[src/rtl/cal_alarm_pkg.sv]
package cal_alarm_pkg;
    localparam int NUM_FIELDS = 6;
    localparam int CMP_W      = 12;
    localparam int SEL_W      = 3;
    localparam int DATA_W     = 16;
    localparam int CTRL_W     = NUM_FIELDS + 1;
    localparam int GLB_BIT    = NUM_FIELDS;
    localparam int PEND_BIT   = 1;

    localparam int W_SEC  = 7;
    localparam int W_MIN  = 7;
    localparam int W_HOUR = 6;
    localparam int W_DAY  = 6;
    localparam int W_MON  = 5;
    localparam int W_YEAR = 12;

    localparam logic [SEL_W-1:0] SEL_CTRL = 3'd0;
    localparam logic [SEL_W-1:0] SEL_SEC  = 3'd1;
    localparam logic [SEL_W-1:0] SEL_MIN  = 3'd2;
    localparam logic [SEL_W-1:0] SEL_HOUR = 3'd3;
    localparam logic [SEL_W-1:0] SEL_DAY  = 3'd4;
    localparam logic [SEL_W-1:0] SEL_MON  = 3'd5;
    localparam logic [SEL_W-1:0] SEL_YEAR = 3'd6;
    localparam logic [SEL_W-1:0] SEL_PEND = 3'd7;

    typedef struct packed {
        logic [CTRL_W-1:0] ctrl;
        logic [W_SEC-1:0]  sec;
        logic [W_MIN-1:0]  min;
        logic [W_HOUR-1:0] hour;
        logic [W_DAY-1:0]  day;
        logic [W_MON-1:0]  mon;
        logic [W_YEAR-1:0] year;
    } alm_regs_t;

    typedef struct packed {
        logic pend;
    } pend_state_t;
endpackage

[src/rtl/cal_alarm_regs.sv]
module cal_alarm_regs
    import cal_alarm_pkg::*;
(
    input  logic              clk,
    input  logic              rst_n,
    input  logic              wr_en,
    input  logic [SEL_W-1:0]  wr_sel,
    input  logic [DATA_W-1:0] wr_data,
    output alm_regs_t         regs_q
);
    alm_regs_t regs_d;

    always_comb begin
        regs_d = regs_q;
        if (wr_en) begin
            case (wr_sel)
                SEL_CTRL: regs_d.ctrl = wr_data[CTRL_W-1:0];
                SEL_SEC:  regs_d.sec  = wr_data[W_SEC-1:0];
                SEL_MIN:  regs_d.min  = wr_data[W_MIN-1:0];
                SEL_HOUR: regs_d.hour = wr_data[W_HOUR-1:0];
                SEL_DAY:  regs_d.day  = wr_data[W_DAY-1:0];
                SEL_MON:  regs_d.mon  = wr_data[W_MON-1:0];
                SEL_YEAR: regs_d.year = wr_data[W_YEAR-1:0];
                default:  regs_d = regs_q;
            endcase
        end
    end

    always_ff @(posedge clk) begin
        if (!rst_n) regs_q <= '0;
        else        regs_q <= regs_d;
    end

    // a control write lands in the control register
    p_ctrl_write_r2: assert property (@(posedge clk) disable iff (!rst_n)
        (wr_en && wr_sel == SEL_CTRL) |=> (regs_q.ctrl == $past(wr_data[CTRL_W-1:0])));
endmodule

[src/rtl/cal_alarm_fields.sv]
module cal_alarm_fields
    import cal_alarm_pkg::*;
#(
    parameter int N = NUM_FIELDS,
    parameter int W = CMP_W
) (
    input  logic [N*W-1:0] cur_flat,
    input  logic [N*W-1:0] alm_flat,
    input  logic [N-1:0]   field_en,
    output logic [N-1:0]   hit
);
    for (genvar i = 0; i < N; i++) begin : g_field
        assign hit[i] = field_en[i] && (cur_flat[i*W +: W] == alm_flat[i*W +: W]);
    end
endmodule

[src/rtl/cal_alarm_match.sv]
module cal_alarm_match
    import cal_alarm_pkg::*;
(
    input  logic              clk,
    input  logic              rst_n,
    input  logic              sec_tick,
    input  logic [7:0]        cur_sec,
    input  logic [7:0]        cur_min,
    input  logic [7:0]        cur_hour,
    input  logic [7:0]        cur_day,
    input  logic [7:0]        cur_mon,
    input  logic [11:0]       cur_year,
    input  logic              wr_en,
    input  logic [SEL_W-1:0]  wr_sel,
    input  logic [DATA_W-1:0] wr_data,
    output logic              alarm_pending,
    output logic              alarm_irq
);
    alm_regs_t               regs;
    logic [NUM_FIELDS*CMP_W-1:0] cur_flat;
    logic [NUM_FIELDS*CMP_W-1:0] alm_flat;
    logic [NUM_FIELDS-1:0]   hit;
    logic                    glb_en;
    logic                    fire;
    logic                    clr_req;
    pend_state_t             st_d, st_q;

    cal_alarm_regs u_regs (
        .clk     (clk),
        .rst_n   (rst_n),
        .wr_en   (wr_en),
        .wr_sel  (wr_sel),
        .wr_data (wr_data),
        .regs_q  (regs)
    );

    // field order in the flat vectors follows the enable bit order
    assign cur_flat = {cur_year,
                       4'd0, cur_mon,
                       4'd0, cur_day,
                       4'd0, cur_hour,
                       4'd0, cur_min,
                       4'd0, cur_sec};
    assign alm_flat = {regs.year,
                       {(CMP_W-W_MON){1'b0}},  regs.mon,
                       {(CMP_W-W_DAY){1'b0}},  regs.day,
                       {(CMP_W-W_HOUR){1'b0}}, regs.hour,
                       {(CMP_W-W_MIN){1'b0}},  regs.min,
                       {(CMP_W-W_SEC){1'b0}},  regs.sec};

    cal_alarm_fields #(.N(NUM_FIELDS), .W(CMP_W)) u_fields (
        .cur_flat (cur_flat),
        .alm_flat (alm_flat),
        .field_en (regs.ctrl[NUM_FIELDS-1:0]),
        .hit      (hit)
    );

    assign glb_en  = regs.ctrl[GLB_BIT];
    assign fire    = sec_tick && glb_en && (|hit);
    assign clr_req = wr_en && (wr_sel == SEL_PEND) && wr_data[PEND_BIT];

    always_comb begin
        st_d = st_q;
        if (clr_req) st_d.pend = 1'b0;
        if (fire)    st_d.pend = 1'b1;   // a new match outranks a clear
    end

    always_ff @(posedge clk) begin
        if (!rst_n) st_q <= '0;
        else        st_q <= st_d;
    end

    assign alarm_pending = st_q.pend;
    assign alarm_irq     = st_q.pend;

    // any qualifying match sets the flag on the next edge
    p_match_sets_r4: assert property (@(posedge clk) disable iff (!rst_n)
        (sec_tick && regs.ctrl[GLB_BIT] && (|hit)) |=> alarm_pending);
    // the flag only rises after a strobe taken with global enable
    p_rise_needs_tick_r3: assert property (@(posedge clk) disable iff (!rst_n)
        $rose(alarm_pending) |-> $past(sec_tick && regs.ctrl[GLB_BIT]));
    // the flag holds until a clear is written
    p_sticky_r7: assert property (@(posedge clk) disable iff (!rst_n)
        (alarm_pending && !(wr_en && wr_sel == SEL_PEND && wr_data[PEND_BIT])) |=> alarm_pending);
    // a clear with no simultaneous match drops the flag
    p_clear_r8: assert property (@(posedge clk) disable iff (!rst_n)
        (wr_en && wr_sel == SEL_PEND && wr_data[PEND_BIT] && !(sec_tick && regs.ctrl[GLB_BIT] && (|hit)))
        |=> !alarm_pending);
endmodule

[config.mk]
export PLATFORM = sky130hd
export DESIGN_NAME = cal_alarm_match
export DESIGN_NICKNAME = d
export VERILOG_FILES = /design/src/rtl/cal_alarm_pkg.sv /design/src/rtl/cal_alarm_regs.sv /design/src/rtl/cal_alarm_fields.sv /design/src/rtl/cal_alarm_match.sv
export SDC_FILE = /design/constraint.sdc
export NUM_CORES = 1
export LEC_CHECK = 0
export BUFFER_PORTS_ARGS = -buffer_cell sky130_fd_sc_hd__buf_2
export CAP_MARGIN = 25
export CORE_ASPECT_RATIO = 1.5
export CORE_MARGIN = 2
export CORE_UTILIZATION = 54
export DETAILED_ROUTE_END_ITERATION = 8
export PLACE_DENSITY_LB_ADDON = 0.2
export SYNTH_ARGS = -nofsm -noshare
export SYNTH_HDL_FRONTEND = slang
export SYNTH_SLANG_ARGS = --single-unit
[constraint.sdc]
create_clock -name clk -period 3.8 [get_ports clk]
set_input_delay 0.76 -clock clk [delete_from_list [all_inputs] [get_ports clk]]
set_output_delay 0.76 -clock clk [all_outputs]
set_load 0.01 [all_outputs]
==> flow_summary_export.csv, run 1 <==
group,metric,value,unit
status,status,"finished clean",
place,dp_hpwl,3.891,mm
setup_path,cp_max_fo,7,
clock_network,cts_setup_buffers,0,
sta,hold_viol_final,0,
sta,setup_viol,0,
setup_path,critPathKind,"input port to flip-flop",
drt,drc,0,
global_route,grt_pass1_vias,1933,
setup_path,cp-start-kind,"input port",
setup_path,r2r_setup_slack,2.45,ns
place,gp_congestion,0.7612,
global_route,grt_max_degree,52,
global_route,grt_util_all_layers,0.2167,
logic_synthesis,yosysTopAreaCell,"dfxtp_1",
logic_synthesis,synth-seq-area-share,0.3975,
logic_synthesis,syn_area,2569,um^2
drt,initialDrtViolationCount,36,
logic_synthesis,synth_cells,267,
drt,wirelength,5.311,mm
logic_synthesis,yosys_register_bits,51,
clock_network,ctsHoldBuffers,0,
run,cap_violations,0,
clock_network,insertion_delay,0.30,ns
floorplanning,num_io_pins,77,
global_route,gr-total-overflow,0,
setup_path,required,4.00,ns
sta,period_minus_slack,1.863,ns
logic_synthesis,synth_top_area_frac,0.3975,
floorplanning,die-area,5336,um^2
setup_path,end_kind,"flip-flop",
final_layout,num-fill-cells,417,
clock_network,cts_sinks,51,
drt,vias_per_cell,4.980,
final_layout,drive_above_1_share,0.2620,
drt,via_count,1972,
final_layout,utilization,0.6614,
floorplanning,core-area,4542,um^2
logic_synthesis,synthTopCellsByArea,"dfxtp_1 (40%), mux2i_1 (12%), xor2_1 (9.9%)",
sta,finalCritPeriodShare,0.4903,
clock_network,cts_root_buffer,"clkbuf_8",
logic_synthesis,yosys.cell_types.count,34,
clock_network,cts_resized,0,
place,port_buffers,72,
sta,rsz0062_at_grt,"no",
setup_path,cp_data_arrival_time,2.07,ns
sta,fin_tns_setup,0,ns
logic_synthesis,synth_nets,342,
sta,fin_skew,0.008254,ns
clock_network,cts_buffer_depth,2,
clock_network,clk_pin_slew,0.09,ns
floorplanning,initial_core_util,0.5656,
power,irDropWorstVdd,0.0002587,V
drt,drt-wirelength-per-cell,13.41,um
drt,dr.pass1.iters,4,
logic_synthesis,syn_avg_cell_area,9.621,um^2
drt,drtAntennaViolNets,0,
final_layout,antennaDiodeCount,0,
clock_network,cts_made_buffers,5,
sta,max_slew_margin,0.4994,
sta,clock.fmax,0.5367,GHz
logic_synthesis,ys_warn_count,0,
global_route,antenna_found_initial,0,
power,p_leak,1.293,nW
floorplanning,die-width,60.32,um
global_route,grt_pass1_wl,8.569,mm
sta,worst_pin_slew,0.7476,ns
floorplanning,die_y,88.47,um
final_layout,stdcell_area,3004,um^2
place,place_area,2932,um^2
clock_network,cts_tree,"yes",
clock_network,htreeDepth,2,
power,power_density,322.2,nW/um^2
floorplanning,num_rows,30,
sta,drv_slew,0,
final_layout,syn2layout_area_growth,16.95,%
final_layout,final_nets,408,
hold_path,hold_class,"flip-flop to flip-flop",
[Yosys cell counts (all sizes together)]
cell	count
clkbuf	7
xnor2	14
nand4b	1
o21ai	2
nor2	6
mux2i	31
buf	6
o41ai	1
a21boi	19
nand2	42
nor3	2
dfxtp	51
nor2b	31
nor4b	1
nor4	5
nor3b	3
nand3	4
or3	1
xor2	29
or2	2
o211ai	1
nand4	5
nand2b	2
o311a	1
[worst max-delay path: stages]
cell and delay [ns]:
buf_2 0.14, nand2b_4 0.19, nor3b_2 0.65, mux2i_1 0.27, nor2b_1 0.06
[final timing paths]
check,from,endpoint,cells after the start
hold / removal,u_regs.regs_q[47],u_regs.regs_q[47],2
hold reg to reg,u_regs.regs_q[47],u_regs.regs_q[47],2
setup / recovery,wr_sel[2],u_regs.regs_q[40],5
setup reg to reg,u_regs.regs_q[9],alarm_irq,5
[cells by family (layout without fill, tap and decap cells)]
| family | after synthesis | count (layout) | share of synthesized area |
|---|---|---|---|
| simple gates | 105 | 105 | 0.2353 |
| flops | 51 | 51 | 0.3975 |
| xor+xnor | 43 | 43 | 0.1466 |
| mux | 31 | 31 | 0.1208 |
| compound gates | 24 | 24 | 0.06965 |
| buf+inv | 13 | 78 | 0.03019 |
[layout make-up]
type	instances	area, um^2	area share
clock buffers	6	72.57	0.02416
multi-input cells	203	1470	0.4894
flip-flops and latches	51	1021	0.3399
well taps	64	80.08	0.02666
repair buffers	72	360.3	0.1200
[power breakdown]
part           switching (W)  internal (W)
sequential        0.00000724      0.000545
combinational      0.0000627     0.0000660
clock               0.000164      0.000123
[registers in the layout, summed over array words and instances (netlist names)]
signal and flops:
u_regs.regs_q 50, alarm_irq 1
[placed cells by master (no fill, tap or decap), types with 2 or more instances in the layout]
cell / instances
buf_2: 72
nand2_1: 40
a21boi_1: 17
nand3_1: 4
nand2b_4: 2
xor2_1: 29
nand2_2: 2
a21boi_0: 2
dfxtp_1: 51
nor2_1: 4
or2_1: 2
nor3b_1: 2
xnor2_1: 14
nor2b_1: 31
nor4_1: 5
clkbuf_8: 5
nand4_1: 5
mux2i_1: 31
[routing by layer]
metal,GRT usage,share of wire
met5,0,0
met3,0.05409,0.045
met2,0.3646,0.49
met4,0.08485,0.020
met1,0.2608,0.44
[through the flow]
stage,cells,hold slack (ns),power [W],worst slack [ns]
floorplan,267,0.4302,0.0006348,2.107
global placement,390,0.4429,0.0006922,1.636
detailed placement,390,0.4528,0.0006949,1.610
CTS,396,0.4660,0.0009751,1.921
global route,396,0.4799,0.001006,1.851
finish,396,0.4655,0.0009679,1.937
No activity file was read; power rests on OpenSTA's default activity.
==> run 2: changes to the inputs <==
--- a/config.mk
+++ b/config.mk
@@ -5,11 +5,12 @@
 export SDC_FILE = /design/constraint.sdc
 export NUM_CORES = 1
 export LEC_CHECK = 0
+export ABC_AREA = 1
 export BUFFER_PORTS_ARGS = -buffer_cell sky130_fd_sc_hd__buf_2
 export CAP_MARGIN = 25
 export CORE_ASPECT_RATIO = 1.5
 export CORE_MARGIN = 2
-export CORE_UTILIZATION = 54
+export CORE_UTILIZATION = 52
 export DETAILED_ROUTE_END_ITERATION = 8
 export PLACE_DENSITY_LB_ADDON = 0.2
 export SYNTH_ARGS = -nofsm -noshare
==> constraint.sdc (replaced) <==
create_clock -name clk -period 1.9 [get_ports clk]
set_input_delay 0.38 -clock clk [delete_from_list [all_inputs] [get_ports clk]]
set_output_delay 0.38 -clock clk [all_outputs]
set_load 0.01 [all_outputs]
==> flow_summary_export.csv, run 2 <==
group,metric,value,unit
status,status,"finished clean",
sta,fin_tns_setup,0,ns
logic_synthesis,muxShareOfSynthArea,0,
sta,max_slew_margin,0.7616,
final_layout,top_register,"u_regs.regs_q",
place,dp_hpwl,4.528,mm
clock_network,cts_made_buffers,5,
drt,wirelength,5.942,mm
logic_synthesis,ys_warn_count,0,
final_layout,syn2layout_area_growth,19.16,%
final_layout,largest_register_ffs,50,
floorplanning,num_io_pins,77,
final_layout,drive_above_1_share,0.2021,
logic_synthesis,synth_xor_area_frac,0.05629,
global_route,grt_util_all_layers,0.2218,
logic_synthesis,yosys_register_bits,51,
floorplanning,die-width,62.23,um
clock_network,cts_root_buffer,"clkbuf_8",
clock_network,clk_pin_slew,0.09,ns
power,irDropWorstVdd,0.0005097,V
global_route,antenna_found_initial,0,
logic_synthesis,synth_most_common_cell,"nand2_1",
logic_synthesis,syn_area,2645,um^2
power,power_density,671.0,nW/um^2
global_route,gr-total-overflow,0,
floorplanning,die_y,91.35,um
global_route,grt_max_degree,32,
sta,drv_slew,0,
floorplanning,core-area,4848,um^2
logic_synthesis,synthAdderAreaFrac,0,
hold_path,hold_class,"input port to flip-flop",
sta,fin_skew,0.001904,ns
drt,drtAntennaViolNets,0,
logic_synthesis,synthTopCellsByArea,"dfxtp_1 (39%), nand2_1 (13%), nor2_1 (12%)",
run,cap_violations,0,
global_route,grt_pass1_wl,10.19,mm
sta,rsz0062_at_grt,"no",
place,gp_congestion,0.8012,
clock_network,ctsHoldBuffers,0,
setup_path,slowest_stage,"dfxtp_1",
logic_synthesis,synth_top_family_by_area,"simple AND/OR/NAND/NOR gates",
logic_synthesis,synth_compound_area_frac,0.1523,
drt,drc,0,
final_layout,final_cell_mix,"nand2_1 (93), nor2_1 (82), buf_2 (72), inv_1 (59), dfxtp_1 (51)",
logic_synthesis,syn_avg_cell_area,6.404,um^2
sta,finalCritPeriodShare,0.6362,
clock_network,htreeDepth,2,
drt,initialDrtViolationCount,77,
sta,worst_pin_slew,0.3576,ns
final_layout,antennaDiodeCount,0,
logic_synthesis,synth-seq-area-share,0.3860,
global_route,grt_pass1_vias,2418,
setup_path,end_kind,"output port",
logic_synthesis,synth_top_area_frac,0.3860,
clock_network,cts_sinks,51,
final_layout,final_nets,559,
floorplanning,num_rows,31,
clock_network,cts_setup_buffers,0,
floorplanning,initial_core_util,0.5455,
setup_path,critPathBufInv,1,
drt,drt-wirelength-per-cell,10.78,um
setup_path,crit_family,"flip-flops",
sta,clock.fmax,0.8273,GHz
logic_synthesis,synth_cells,413,
final_layout,layout_commonest_cell,"nand2_1",
logic_synthesis,yosysTopAreaCell,"dfxtp_1",
setup_path,cp-start-kind,"flip-flop",
sta,period_minus_slack,1.209,ns
clock_network,cts_resized,0,
setup_path,cp_max_fo,3,
sta,setup_viol,0,
sta,hold_viol_final,0,
logic_synthesis,synthFlopType,"dfxtp_1",
clock_network,insertion_delay,0.30,ns
power,fin_total_pwr,0.002115,W
logic_synthesis,yosys.cell_types.count,21,
setup_path,path_cells,"buf_2",
setup_path,required,1.52,ns
floorplanning,die-area,5685,um^2
clock_network,cts_tree,"yes",
clock_network,cts_buffer_depth,2,
power,p_leak,1.563,nW
logic_synthesis,synth_nets,488,
setup_path,critPathMaxStageDelay,0.38,ns
place,port_buffers,72,
setup_path,cp_data_arrival_time,0.83,ns
logic_synthesis,yosys.area_share.simple,0.2862,
logic_synthesis,synth_edf_count,0,
drt,vias_per_cell,4.733,
logic_synthesis,synthArstFlopShare,0,
drt,via_count,2608,
logic_synthesis,synth_commonest_cells,"nand2_1 (93), nor2_1 (82), inv_1 (59)",
drt,dr.pass1.iters,4,
setup_path,critPathKind,"flip-flop to output port",
run 2: cell families after synthesis:
family	Yosys count
DFF	51
buffers and inverters	77
and+or+nand+nor	189
AOI/OAI and AO/OA	79
xor gates and xnor gates	17
run 2: power by group:
group	internal (W)	switching [W]	leakage, nW
registers	0.00111	0.0000201	0.414
logic	0.000133	0.000170	1.10
clock network	0.000332	0.000355	0.0505
total	0.00157	0.000545	1.56
run 2: final cells by class:
type                    count  area (um^2)
clock buffers               7        96.34
clock inverters             1        7.507
fillers                   478         1697
inverters                  68        255.2
multi-input cells         285         1309
flip-flops and latches     51         1021
well taps                  66        82.58
repair buffers             73        380.4
run 2: per-stage QoR:
| stage | hold WS [ns] | instance area, um^2 | cells | util | setup slack, ns |
|---|---|---|---|---|---|
| floorplan | 0.4305 | 2645 | 413 | - | 0.7840 |
| global placement | 0.4428 | 3048 | 543 | 0.6286 | 0.5406 |
| detailed placement | 0.4502 | 3048 | 543 | 0.6286 | 0.5256 |
| CTS | 0.3402 | 3152 | 551 | 0.6501 | 0.6730 |
| global route | 0.3315 | 3152 | 551 | 0.6501 | 0.5898 |
| finish | 0.3432 | 3152 | 551 | 0.6501 | 0.6913 |
run 2: worst paths after layout:
check	cells after the start	start	slack, ns	to
worst max register to register	12	u_regs.regs_q[37]	0.75	alarm_irq
worst min register to register	2	u_regs.regs_q[43]	0.46	u_regs.regs_q[43]
worst max-delay path	1	alarm_irq	0.69	alarm_pending
worst min-delay path	3	wr_data[7]	0.34	u_regs.regs_q[7]
run 2: metal layers:
metal,track usage,share of wire,vias to the layer above
li1,-,-,1394
met1,0.2569,0.43,1137
met2,0.4139,0.51,70
met3,0.03841,0.048,7
met4,0.06296,0.014,0
met5,0,0,-
